`config.mk`:
```
export PLATFORM = sky130hd
export DESIGN_NAME = sdram_burst_timer
export DESIGN_NICKNAME = d
export VERILOG_FILES = /design/src/rtl/sdr_dp_pkg.sv /design/src/rtl/sdr_dp_mode.sv /design/src/rtl/sdr_dp_beats.sv /design/src/rtl/sdr_dp_rdpipe.sv /design/src/rtl/sdram_burst_timer.sv
export SDC_FILE = /design/constraint.sdc
export NUM_CORES = 1
export LEC_CHECK = 0
export ABC_CLOCK_PERIOD_IN_PS = 4200
export BUFFER_PORTS_ARGS = -buffer_cell sky130_fd_sc_hd__buf_2
export CORE_MARGIN = 5
export CORE_UTILIZATION = 40
export CTS_BUF_LIST = sky130_fd_sc_hd__clkbuf_16
export DETAILED_ROUTE_END_ITERATION = 6
export GPL_TIMING_DRIVEN = 1
export HOLD_SLACK_MARGIN = 0.08
export PLACE_DENSITY = 0.59
export RECOVER_POWER = 50
export SYNTH_ARGS = -nofsm -noshare
export SYNTH_HDL_FRONTEND = slang
export SYNTH_SLANG_ARGS = --single-unit
```
`constraint.sdc`:
```
create_clock -name clk -period 4.2 [get_ports clk]
set_clock_uncertainty 0.2 [all_clocks]
set_input_delay 0.42 -clock clk [delete_from_list [all_inputs] [get_ports clk]]
set_output_delay 0.42 -clock clk [all_outputs]
set_load 0.01 [all_outputs]
```
`src/rtl/sdr_dp_pkg.sv`:
```
package sdr_dp_pkg;

  localparam int MODE_W      = 10;
  localparam int MAX_CL      = 3;
  localparam int RD_MASK_LAT = 2;

  typedef enum logic {ORD_SEQ = 1'b0, ORD_INTL = 1'b1} order_e;

  typedef struct packed {
    logic [3:0] blen;      // beats per burst: 1, 2, 4 or 8
    logic [1:0] cl;        // CAS latency: 2 or 3
    order_e     order;
    logic       single_wr;
  } mode_t;

  localparam mode_t MODE_SAFE = '{blen: 4'd1, cl: 2'd2, order: ORD_SEQ, single_wr: 1'b0};

  // Returns the decoded mode; ok reports whether every field was supported.
  function automatic mode_t decode_mode(input logic [MODE_W-1:0] w, output logic ok);
    mode_t m;
    logic [2:0] len_code, lat_code;
    logic [1:0] wmode;
    len_code = w[2:0];
    lat_code = w[6:4];
    wmode    = w[9:8];
    ok = (len_code < 3'd4) && (lat_code == 3'd2 || lat_code == 3'd3) &&
         !w[7] && (wmode == 2'b00 || wmode == 2'b10);
    if (ok) begin
      m.blen      = 4'd1 << len_code;
      m.cl        = lat_code[1:0];
      m.order     = order_e'(w[3]);
      m.single_wr = wmode[1];
    end else begin
      m = MODE_SAFE;
    end
    return m;
  endfunction

endpackage

```
`src/rtl/sdr_dp_mode.sv`:
```
module sdr_dp_mode
  import sdr_dp_pkg::*;
(
  input  logic              clk,
  input  logic              rst_n,
  input  logic              load,
  input  logic [MODE_W-1:0] word,
  output mode_t             mode,
  output logic              err
);
  mode_t dec;
  logic  dec_ok;

  always_comb dec = decode_mode(word, dec_ok);

  always_ff @(posedge clk or negedge rst_n) begin
    if (!rst_n) begin
      mode <= MODE_SAFE;
      err  <= 1'b0;
    end else if (load) begin
      mode <= dec;
      if (!dec_ok) err <= 1'b1;
    end
  end
endmodule

```
`src/rtl/sdr_dp_beats.sv`:
```
module sdr_dp_beats
  import sdr_dp_pkg::*;
#(
  parameter int COL_W = 10
) (
  input  logic             clk,
  input  logic             rst_n,
  input  logic             cmd_rd,
  input  logic             cmd_wr,
  input  logic             cmd_ap,
  input  logic [COL_W-1:0] cmd_col,
  input  mode_t            mode,
  output logic             beat_v,
  output logic             beat_rd,
  output logic [COL_W-1:0] beat_col,
  output logic             pre_start
);
  logic             act_q, rd_q, ap_q, pre_q;
  order_e           ord_q;
  logic [3:0]       idx_q, len_q;
  logic [COL_W-1:0] base_q;

  logic             go, ap_cur, last;
  logic [3:0]       len_cmd, len_cur, k;
  logic [COL_W-1:0] st;
  order_e           ord;

  function automatic logic [COL_W-1:0] beat_addr(input logic [COL_W-1:0] s,
                                                 input logic [3:0] kk,
                                                 input logic [3:0] n,
                                                 input order_e o);
    logic [COL_W-1:0] m, kx;
    m  = COL_W'(n) - COL_W'(1);
    kx = COL_W'(kk);
    if (o == ORD_INTL) return s ^ kx;
    return (s & ~m) | ((s + kx) & m);
  endfunction

  always_comb begin
    go      = cmd_rd | cmd_wr;
    len_cmd = (!cmd_rd && mode.single_wr) ? 4'd1 : mode.blen;
    if (go) begin
      beat_v  = 1'b1;
      beat_rd = cmd_rd;
      k       = 4'd0;
      st      = cmd_col;
      ord     = mode.order;
      len_cur = len_cmd;
      ap_cur  = cmd_ap;
    end else begin
      beat_v  = act_q;
      beat_rd = rd_q;
      k       = idx_q;
      st      = base_q;
      ord     = ord_q;
      len_cur = len_q;
      ap_cur  = ap_q;
    end
    beat_col = beat_addr(st, k, len_cur, ord);
    last     = ({1'b0, k} + 5'd1) == {1'b0, len_cur};
  end

  always_ff @(posedge clk or negedge rst_n) begin
    if (!rst_n) begin
      act_q  <= 1'b0;
      rd_q   <= 1'b0;
      ap_q   <= 1'b0;
      pre_q  <= 1'b0;
      ord_q  <= ORD_SEQ;
      idx_q  <= '0;
      len_q  <= 4'd1;
      base_q <= '0;
    end else begin
      pre_q <= beat_v & last & ap_cur;
      if (go) begin
        act_q  <= (len_cmd != 4'd1);
        idx_q  <= 4'd1;
        len_q  <= len_cmd;
        base_q <= cmd_col;
        rd_q   <= cmd_rd;
        ap_q   <= cmd_ap;
        ord_q  <= mode.order;
      end else if (act_q) begin
        idx_q <= idx_q + 4'd1;
        act_q <= ({1'b0, idx_q} + 5'd1) < {1'b0, len_q};
      end
    end
  end

  assign pre_start = pre_q;
endmodule

```
`src/rtl/sdr_dp_rdpipe.sv`:
```
module sdr_dp_rdpipe
  import sdr_dp_pkg::*;
#(
  parameter int COL_W = 10
) (
  input  logic             clk,
  input  logic             rst_n,
  input  logic             in_v,
  input  logic [COL_W-1:0] in_col,
  input  logic             flush,
  input  logic [1:0]       cl,
  output logic             out_v,
  output logic [COL_W-1:0] out_col,
  output logic             oe
);
  logic [MAX_CL:1]  sv;
  logic [COL_W-1:0] sc [1:MAX_CL];
  logic             tap_v, pre_v;

  always_ff @(posedge clk or negedge rst_n) begin
    if (!rst_n) begin
      sv <= '0;
      for (int i = 1; i <= MAX_CL; i++) sc[i] <= '0;
    end else begin
      sv[1] <= in_v & ~flush;
      sc[1] <= in_col;
      for (int i = 2; i <= MAX_CL; i++) begin
        sv[i] <= sv[i-1] & ~flush;
        sc[i] <= sc[i-1];
      end
    end
  end

  always_comb begin
    case (cl)
      2'd3:    begin tap_v = sv[3]; pre_v = sv[2]; out_col = sc[3]; end
      default: begin tap_v = sv[2]; pre_v = sv[1]; out_col = sc[2]; end
    endcase
    out_v = tap_v & ~flush;
    oe    = (tap_v | pre_v) & ~flush;
  end
endmodule

```
`src/rtl/sdram_burst_timer.sv`:
```
module sdram_burst_timer
  import sdr_dp_pkg::*;
#(
  parameter int COL_W = 10,
  parameter int NBYTE = 4
) (
  input  logic              clk,
  input  logic              rst_n,
  input  logic              mode_load,
  input  logic [MODE_W-1:0] mode_word,
  input  logic              cmd_rd,
  input  logic              cmd_wr,
  input  logic              cmd_ap,
  input  logic [COL_W-1:0]  cmd_col,
  input  logic [NBYTE-1:0]  dqm_in,
  output logic              rd_valid,
  output logic              dq_oe,
  output logic [NBYTE-1:0]  rd_byte_en,
  output logic              wr_strobe,
  output logic [NBYTE-1:0]  wr_byte_en,
  output logic [COL_W-1:0]  col_out,
  output logic              pre_start,
  output logic              mode_err
);
  mode_t            mode;
  logic             beat_v, beat_rd, wr_only;
  logic [COL_W-1:0] beat_col, rd_col;
  logic [NBYTE-1:0] mdl [RD_MASK_LAT];

  sdr_dp_mode u_mode (
    .clk(clk), .rst_n(rst_n), .load(mode_load), .word(mode_word),
    .mode(mode), .err(mode_err)
  );

  sdr_dp_beats #(.COL_W(COL_W)) u_beats (
    .clk(clk), .rst_n(rst_n), .cmd_rd(cmd_rd), .cmd_wr(cmd_wr), .cmd_ap(cmd_ap),
    .cmd_col(cmd_col), .mode(mode), .beat_v(beat_v), .beat_rd(beat_rd),
    .beat_col(beat_col), .pre_start(pre_start)
  );

  assign wr_only = cmd_wr & ~cmd_rd;

  sdr_dp_rdpipe #(.COL_W(COL_W)) u_rdpipe (
    .clk(clk), .rst_n(rst_n), .in_v(beat_v & beat_rd), .in_col(beat_col),
    .flush(wr_only), .cl(mode.cl), .out_v(rd_valid), .out_col(rd_col), .oe(dq_oe)
  );

  // read-side mask delay line
  always_ff @(posedge clk or negedge rst_n) begin
    if (!rst_n) begin
      for (int i = 0; i < RD_MASK_LAT; i++) mdl[i] <= '0;
    end else begin
      mdl[0] <= dqm_in;
      for (int i = 1; i < RD_MASK_LAT; i++) mdl[i] <= mdl[i-1];
    end
  end

  assign wr_strobe = beat_v & ~beat_rd;

  for (genvar g = 0; g < NBYTE; g++) begin : g_lane
    assign rd_byte_en[g] = rd_valid & ~mdl[RD_MASK_LAT-1][g];
    assign wr_byte_en[g] = wr_strobe & ~dqm_in[g];
  end

  always_comb begin
    if (rd_valid)       col_out = rd_col;
    else if (wr_strobe) col_out = beat_col;
    else                col_out = '0;
  end
endmodule

```
==> out/metrics.cfg, run 1 <==
[run_status]
outcome=finished with violations
failing_checks=capacitance limit, slew limit

[setup_path]
critical_path_peak_fanout=23
crit_required_ns=3.58
path_class=input port to primary output
cells_along_the_critical_path=clkbuf_1 > or2_0 > buf_4 > nand2_1 > nand2_1 > ha_1 > ha_1 > a31oi_1 > o31a_1 > nor3_1 > xnor2_1 > o2bb2ai_1 > buf_2
critical-path-slowest-cell=sky130_fd_sc_hd__clkbuf_1
cp_slowest_stage_delay_ns=0.44
timing.critical_path.from_type=input port
timing.critical_path.to_type=primary output
cp.arrival_ns=3.10
worst-r2r-setup-slack_ns=1.62

[global_routing]
grt_start_max_net_pins=43
number_of_global_route_vias_before_repair=2470
grt_pass1_wl_um=12500
antenna_found_initial=0
groute.usage.overall=0.155
grt_overflow_total=0

[layout]
most-common-layout-cells=sky130_fd_sc_hd__dfrtp_1, sky130_fd_sc_hd__buf_2, sky130_fd_sc_hd__nand2_1, sky130_fd_sc_hd__inv_1, sky130_fd_sc_hd__nor2_1
diodes=0
mostFrequentLayoutCell=sky130_fd_sc_hd__dfrtp_1
layout.core_utilization=0.492
finalInstanceArea_mm2=0.00407
syn_to_final_growth_pct=19.1
finalNetCount=413
fillers=792
drive_above_1_share=0.200

[timing]
timing_worst_slew_pin_value_ns=2.23
maxSlewViolCount=43
hold_violation_count_in_the_final_report=0
grt_setup_unrepaired=false
max_clock_freq_mhz=269
setup_total_negative_slack_ns=0
finalWorstPathRequiredPeriod_ns=3.72
final_min_period_over_clock_period=0.886
report.final.setup_viol=0
hold_ws_ns=0.129
maxSlewHeadroom=-0.485

[routing]
wirelength_um=7540
drtAntennaViolNets=0
drt-vias-per-instance=5.14
num_vias=2495
drt_iter0_drc=126
detailed_route_wire_length_per_cell_um=15.5
route.detailed.drc=0
detail_route.first_pass.iterations=4

[logic_synthesis]
number_of_enable_type_register_cells_in_the_synthesized_netlist=0
synthesis.area_per_instance_um2=10.7
synth.net_count=358
syn_area_mm2=0.00341
postSynthCellCount=320
synth_seq_cells=73
synth_cell_type_count=57
synth_seq_area_share=0.536
synth-main-ff-cell=sky130_fd_sc_hd__dfrtp_1
ys_async_sr_fraction=1.00
synth_warnings=0

[clock_network]
clk_pin_slew_worst_paths_ns=0.06
insertion_delay_ns=0.32
clkSinkCount=73
htree_levels=3
max-clock-path-buffers=2
cts_buffers=9
cts.root.buffer_cell=sky130_fd_sc_hd__clkbuf_16
cts_hold_buffers=5
buffer_count_from_post_cts_setup_fixing=0
cts_resized=0
tritoncts=built

[floorplanning]
die-width_um=102
placementRows=33
floorplan.die_area_mm2=0.0105
io_pins=53
die_h_um=102
effective_utilization_at_floorplan=0.413
core_area_mm2=0.00826

[power]
vdd.ir_drop.worst_mv=0.198
total_power_mw=1.69
leakage_power_nw=1.92
powerDensity_mw_per_mm2=416

[place]
gp_congestion=0.812
place_area_mm2=0.00373
detailedPlacementHpwl_um=5560
buffer_ports.inserted=52

[worst_hold_path]
min_delay_path_class=input port to flip-flop

[run]
maxCapViolations=1

==> registers in the layout (all words and copies together), names as in the netlist <==
name / count
u_beats.ord_q: 1
u_beats.len_q: 4
u_beats.pre_start: 1
u_rdpipe.sv: 3
u_mode.mode: 8
u_beats.base_q: 10
u_rdpipe.sc: 30
u_beats.rd_q: 1
u_beats.act_q: 1
u_mode.err: 1
u_beats.ap_q: 1
u_beats.idx_q: 4
mdl: 8
==> cells in the mapped netlist (7+ instances only) <==
cell | n | area (um2)
sky130_fd_sc_hd__dfrtp_1 | 70 | 1750
sky130_fd_sc_hd__nand2_1 | 35 | 131
sky130_fd_sc_hd__inv_1 | 22 | 82.6
sky130_fd_sc_hd__nor2_1 | 18 | 67.6
sky130_fd_sc_hd__mux2i_1 | 17 | 170
sky130_fd_sc_hd__nand3_1 | 12 | 60.1
sky130_fd_sc_hd__o21ai_0 | 11 | 55.1
sky130_fd_sc_hd__xnor2_1 | 11 | 96.3
sky130_fd_sc_hd__clkbuf_1 | 9 | 33.8
sky130_fd_sc_hd__a21oi_1 | 8 | 40.0
sky130_fd_sc_hd__ha_1 | 8 | 100
sky130_fd_sc_hd__o2bb2ai_1 | 8 | 70.1
sky130_fd_sc_hd__xor2_1 | 7 | 61.3
==> final cells by class <==
| type | instances | area (um2) | share of cell area |
|---|---|---|---|
| sequential | 73 | 1830 | 0.450 |
| multi-input combinational | 208 | 1400 | 0.345 |
| timing repair buffer | 59 | 317 | 0.0779 |
| clock buffer | 9 | 225 | 0.0554 |
| tap | 105 | 131 | 0.0323 |
| inverter | 24 | 90.1 | 0.0222 |
| clock inverter | 7 | 70.1 | 0.0172 |
==> worst max-delay path: cells and delay by family <==
family          cells  cell delay, ns
buf+inv             3            0.89
compound gates      3            0.56
fa+ha+maj           2            0.33
simple gates        4            0.67
xor+xnor            1            0.20
==> report_power, final <==
part / leakage [nW] / switching [mW] / internal, mW
clock network: 0.141 / 0.286 / 0.458
registers: 0.877 / 0.0212 / 0.751
logic: 0.898 / 0.106 / 0.0693
total: 1.92 / 0.413 / 1.28
==> per-stage QoR <==
stage / worst slack (ns) / instances
after floorplan: 1.13 / 320
after global placement: 0.762 / 464
after detailed placement: 0.694 / 464
after CTS: 0.666 / 485
after global routing: 0.249 / 485
final: 0.480 / 485
==> kinds of logic after synthesis <==
group / after synthesis / synth area share
XOR/XNOR: 18 / 0.0462
multiplexers: 22 / 0.0671
adder cells (fa/ha/maj): 8 / 0.0293
AND/OR/NAND/NOR: 98 / 0.140
AO/OA/AOI/OAI: 62 / 0.129
flip-flops: 73 / 0.536
buffers and inverters: 39 / 0.0513
==> path summary, 6_finish.rpt <==
check | startpoint | endpoint | cells after the start
worst max-delay path | cmd_wr | col_out[6] | 13
worst min-delay path | mode_word[4] | u_mode.mode[2] | 3
worst max register to register | u_mode.mode[0] | u_rdpipe.sc[29] | 7
worst min register to register | u_rdpipe.sc[22] | u_rdpipe.sc[12] | 0
max in group asynchronous | rst_n | u_beats.len_q[0] | 3
min in group asynchronous | rst_n | u_beats.idx_q[0] | 2
==> metal layers <==
metal  GRT usage  wire (um)  up-vias
met5           0          0        -
met4      0.0545         80        0
met1       0.222       3690     1225
li1            -          -     1222
met2       0.236       3500       43
met3      0.0266        266        5
Power figures use the tool's default switching activity.
==> inputs of run 2 (changes only) <==
--- a/config.mk
+++ b/config.mk
@@ -6,14 +6,14 @@
 export NUM_CORES = 1
 export LEC_CHECK = 0
 export ABC_CLOCK_PERIOD_IN_PS = 4200
-export BUFFER_PORTS_ARGS = -buffer_cell sky130_fd_sc_hd__buf_2
 export CORE_MARGIN = 5
 export CORE_UTILIZATION = 40
 export CTS_BUF_LIST = sky130_fd_sc_hd__clkbuf_16
 export DETAILED_ROUTE_END_ITERATION = 6
+export DONT_BUFFER_PORTS = 1
 export GPL_TIMING_DRIVEN = 1
 export HOLD_SLACK_MARGIN = 0.08
-export PLACE_DENSITY = 0.59
+export PLACE_DENSITY = 0.53
 export RECOVER_POWER = 50
 export SYNTH_ARGS = -nofsm -noshare
 export SYNTH_HDL_FRONTEND = slang
==> run 2 against run 1 <==
Net effect:
- the run still ends with capacitance limit, slew limit left
- largest cell class unchanged
- sequential power barely moved
- via count fell by 4.8%
- clock power fell by 2%
- sequential cell count did not move
- critical endpoint is now col_out[8]
- design area fell by 1.8%
- non-clock buffer count fell by 33
- fmax rose by 1.3%
- first-iteration DRC count rose by 30%
- core utilization fell by 0.86 points
==> out/metrics.cfg, run 2 (same netlist as run 1, synthesis figures left out) <==
[setup_path]
critical_path_peak_fanout=18  ; was 23
cells_along_the_critical_path=dlygate4sd3_1 > nor2_4 > nand2_1 > nand2_1 > ha_1 > ha_1 > a31oi_1 > o31a_1 > nor3_1 > xnor2_1 > o2bb2ai_1  ; was clkbuf_1 > or2_0 > buf_4 > nand2_1 > nand2_1 > ha_1 > ha_1 > a31oi_1 > o31a_1 > nor3_1 > xnor2_1 > o2bb2ai_1 > buf_2
cp_num_buf_inv=1  ; was 3
critical-path-slowest-cell=sky130_fd_sc_hd__dlygate4sd3_1  ; was sky130_fd_sc_hd__clkbuf_1
worst-r2r-setup-slack_ns=1.76  ; was 1.62 ns
worstSetupStartpoint=cmd_rd  ; was cmd_wr
reg2regPathDepth=7  ; unchanged
cp.arrival_ns=3.05  ; was 3.10 ns
worstSetupPathDepth=11  ; was 13
timing.critical_path.to_type=primary output  ; unchanged
endpoint_of_the_lowest_slack_register_to_register_path=u_rdpipe.sc[29]  ; unchanged
cp_slowest_stage_delay_ns=0.61  ; was 0.44 ns
path_delay_family=simple AND/OR/NAND/NOR gates  ; was buffers and inverters
timing.critical_path.from_type=input port  ; unchanged
endpoint=col_out[8]  ; was col_out[6]
crit_required_ns=3.58  ; about the same
worstReg2RegStart=u_mode.mode[0]  ; unchanged
path_class=input port to primary output  ; unchanged

[routing]
drt_iter0_drc=164  ; was 126
num_vias=2376  ; was 2495
route.layer.met1.wl_um=3850  ; was 3690 um
detailed_route_wire_length_per_cell_um=17.7  ; was 15.5 um
detailroute.wirelength.met3_um=452  ; was 266 um
detail_route.first_pass.iterations=4  ; unchanged
wire_length_on_met2_um=3600  ; was 3500 um
drtAntennaViolNets=0  ; unchanged
wirelength_um=8000  ; was 7540 um
drt-vias-per-instance=5.26  ; was 5.14
route.detailed.drc=0  ; unchanged
routed.top_layer=met4  ; unchanged

[timing]
hold_violation_count_in_the_final_report=0  ; unchanged
maxSlewViolCount=74  ; was 43
hold_ws_ns=0.101  ; was 0.129 ns
max_clock_freq_mhz=272  ; was 269 MHz
report.final.setup_viol=0  ; unchanged
finalWorstPathRequiredPeriod_ns=3.67  ; was 3.72 ns
setup_total_negative_slack_ns=0  ; unchanged
final_min_period_over_clock_period=0.874  ; was 0.886
grt_setup_unrepaired=false  ; unchanged
timing_worst_slew_pin_value_ns=1.79  ; was 2.23 ns
maxSlewHeadroom=-0.190  ; was -0.485

[clock_network]
htree_levels=3  ; unchanged
max-clock-path-buffers=2  ; unchanged
cts.root.buffer_cell=sky130_fd_sc_hd__clkbuf_16  ; unchanged
cts_buffers=9  ; unchanged
clkSinkCount=73  ; unchanged
clk_pin_slew_worst_paths_ns=0.06  ; about the same
cts_resized=0  ; unchanged
buffer_count_from_post_cts_setup_fixing=0  ; unchanged
tritoncts=built  ; unchanged
insertion_delay_ns=0.34  ; was 0.32 ns

[global_routing]
grt_overflow_total=0  ; unchanged
antenna_found_initial=0  ; unchanged
grt_start_max_net_pins=74  ; was 43
number_of_global_route_vias_before_repair=2363  ; was 2470
groute.usage.overall=0.164  ; was 0.155
grt_pass1_wl_um=12800  ; was 12500 um

[layout]
drive_above_1_share=0.104  ; was 0.200
finalNetCount=380  ; was 413
finalInstanceArea_mm2=0.00399  ; was 0.00407 mm2
largest_register_ff_count=30  ; unchanged
diodes=0  ; unchanged
most-common-layout-cells=sky130_fd_sc_hd__dfrtp_1, sky130_fd_sc_hd__nand2_1, sky130_fd_sc_hd__dlygate4sd3_1, sky130_fd_sc_hd__inv_1, sky130_fd_sc_hd__nor2_1  ; was sky130_fd_sc_hd__dfrtp_1, sky130_fd_sc_hd__buf_2, sky130_fd_sc_hd__nand2_1, sky130_fd_sc_hd__inv_1, sky130_fd_sc_hd__nor2_1
largest_registers=u_rdpipe.sc x30, u_beats.base_q x10  ; unchanged
mostFrequentLayoutCell=sky130_fd_sc_hd__dfrtp_1  ; unchanged
fillers=790  ; was 792
syn_to_final_growth_pct=17.1  ; was 19.1%
largest_register=u_rdpipe.sc  ; unchanged

[power]
leakage_power_nw=1.78  ; was 1.92 nW
powerDensity_mw_per_mm2=415  ; was 416 mW/mm2
vdd.ir_drop.worst_mv=0.154  ; was 0.198 mV

[floorplanning]
floorplan.die_area_mm2=0.0105  ; unchanged
core_area_mm2=0.00826  ; unchanged
placementRows=33  ; unchanged
die-width_um=102  ; unchanged
effective_utilization_at_floorplan=0.413  ; unchanged
die_h_um=102  ; unchanged
io_pins=53  ; unchanged

[place]
buffer_ports.inserted=0  ; was 52
detailedPlacementHpwl_um=5550  ; was 5560 um
place_area_mm2=0.00347  ; was 0.00373 mm2
gp_congestion=0.774  ; was 0.812

[worst_hold_path]
min_delay_path_class=input port to flip-flop  ; unchanged

[run_status]
failing_checks=capacitance limit, slew limit  ; unchanged
outcome=finished with violations  ; unchanged

[run]
maxCapViolations=1  ; unchanged

## run 2: worst min-delay path by stage
stage | from | to | slack, ns | depth (start not counted)
finish | cmd_col[3] | u_beats.base_q[3] | 0.10 | 1
global route | cmd_col[3] | u_beats.base_q[3] | 0.10 | 1
CTS | cmd_col[3] | u_beats.base_q[3] | 0.09 | 1
detailed placement | rst_n | u_mode.err | -0.07 | 0
global placement | rst_n | u_mode.err | -0.07 | 0
floorplan | rst_n | mdl[0] | -0.08 | 0
## run 2: worst register-to-register path: cells and delay by family, from the launching register on
family          cells  cell delay, ns
fa+ha+maj           1            0.34
simple gates        4            0.81
compound gates      1            0.34
flops               1            0.38
xor+xnor            1            0.26
## run 2: repair_timing
action / in CTS / in global routing
hold endpoints to repair: 96 / 0
endpoints found under the setup margin: 0 / 0
hold buffers: 24 / 0
## run 2: layout make-up
cell class | count | area [um2] | share of cell area
sequential | 73 | 1830 | 0.458
multi-input combinational | 208 | 1410 | 0.352
timing repair buffer | 26 | 250 | 0.0627
clock buffer | 9 | 225 | 0.0564
tap | 105 | 131 | 0.0329
inverter | 24 | 90.1 | 0.0226
clock inverter | 7 | 60.1 | 0.0150
## run 2: metrics by stage
step | setup WS [ns] | power [mW] | instances | util
finish | 0.527 | 1.66 | 452 | 0.484
floorplan | 1.13 | 0.883 | 320 | -
CTS | 0.493 | 1.68 | 452 | 0.486
global placement | 0.958 | 0.905 | 412 | 0.421
global route | 0.285 | 1.73 | 452 | 0.484
detailed placement | 0.929 | 0.908 | 412 | 0.421
## run 2: per-layer routing
metal  GRT usage  vias to the layer above
met5           0                        -
met4      0.0575                        0
met3      0.0471                        7
met2       0.241                       40
met1       0.231                     1170
li1            -                     1159
## run 2: power breakdown
part	internal [mW]	switching, mW
combinational	0.0598	0.0951
clock	0.410	0.322
sequential	0.751	0.0214
total	1.22	0.439
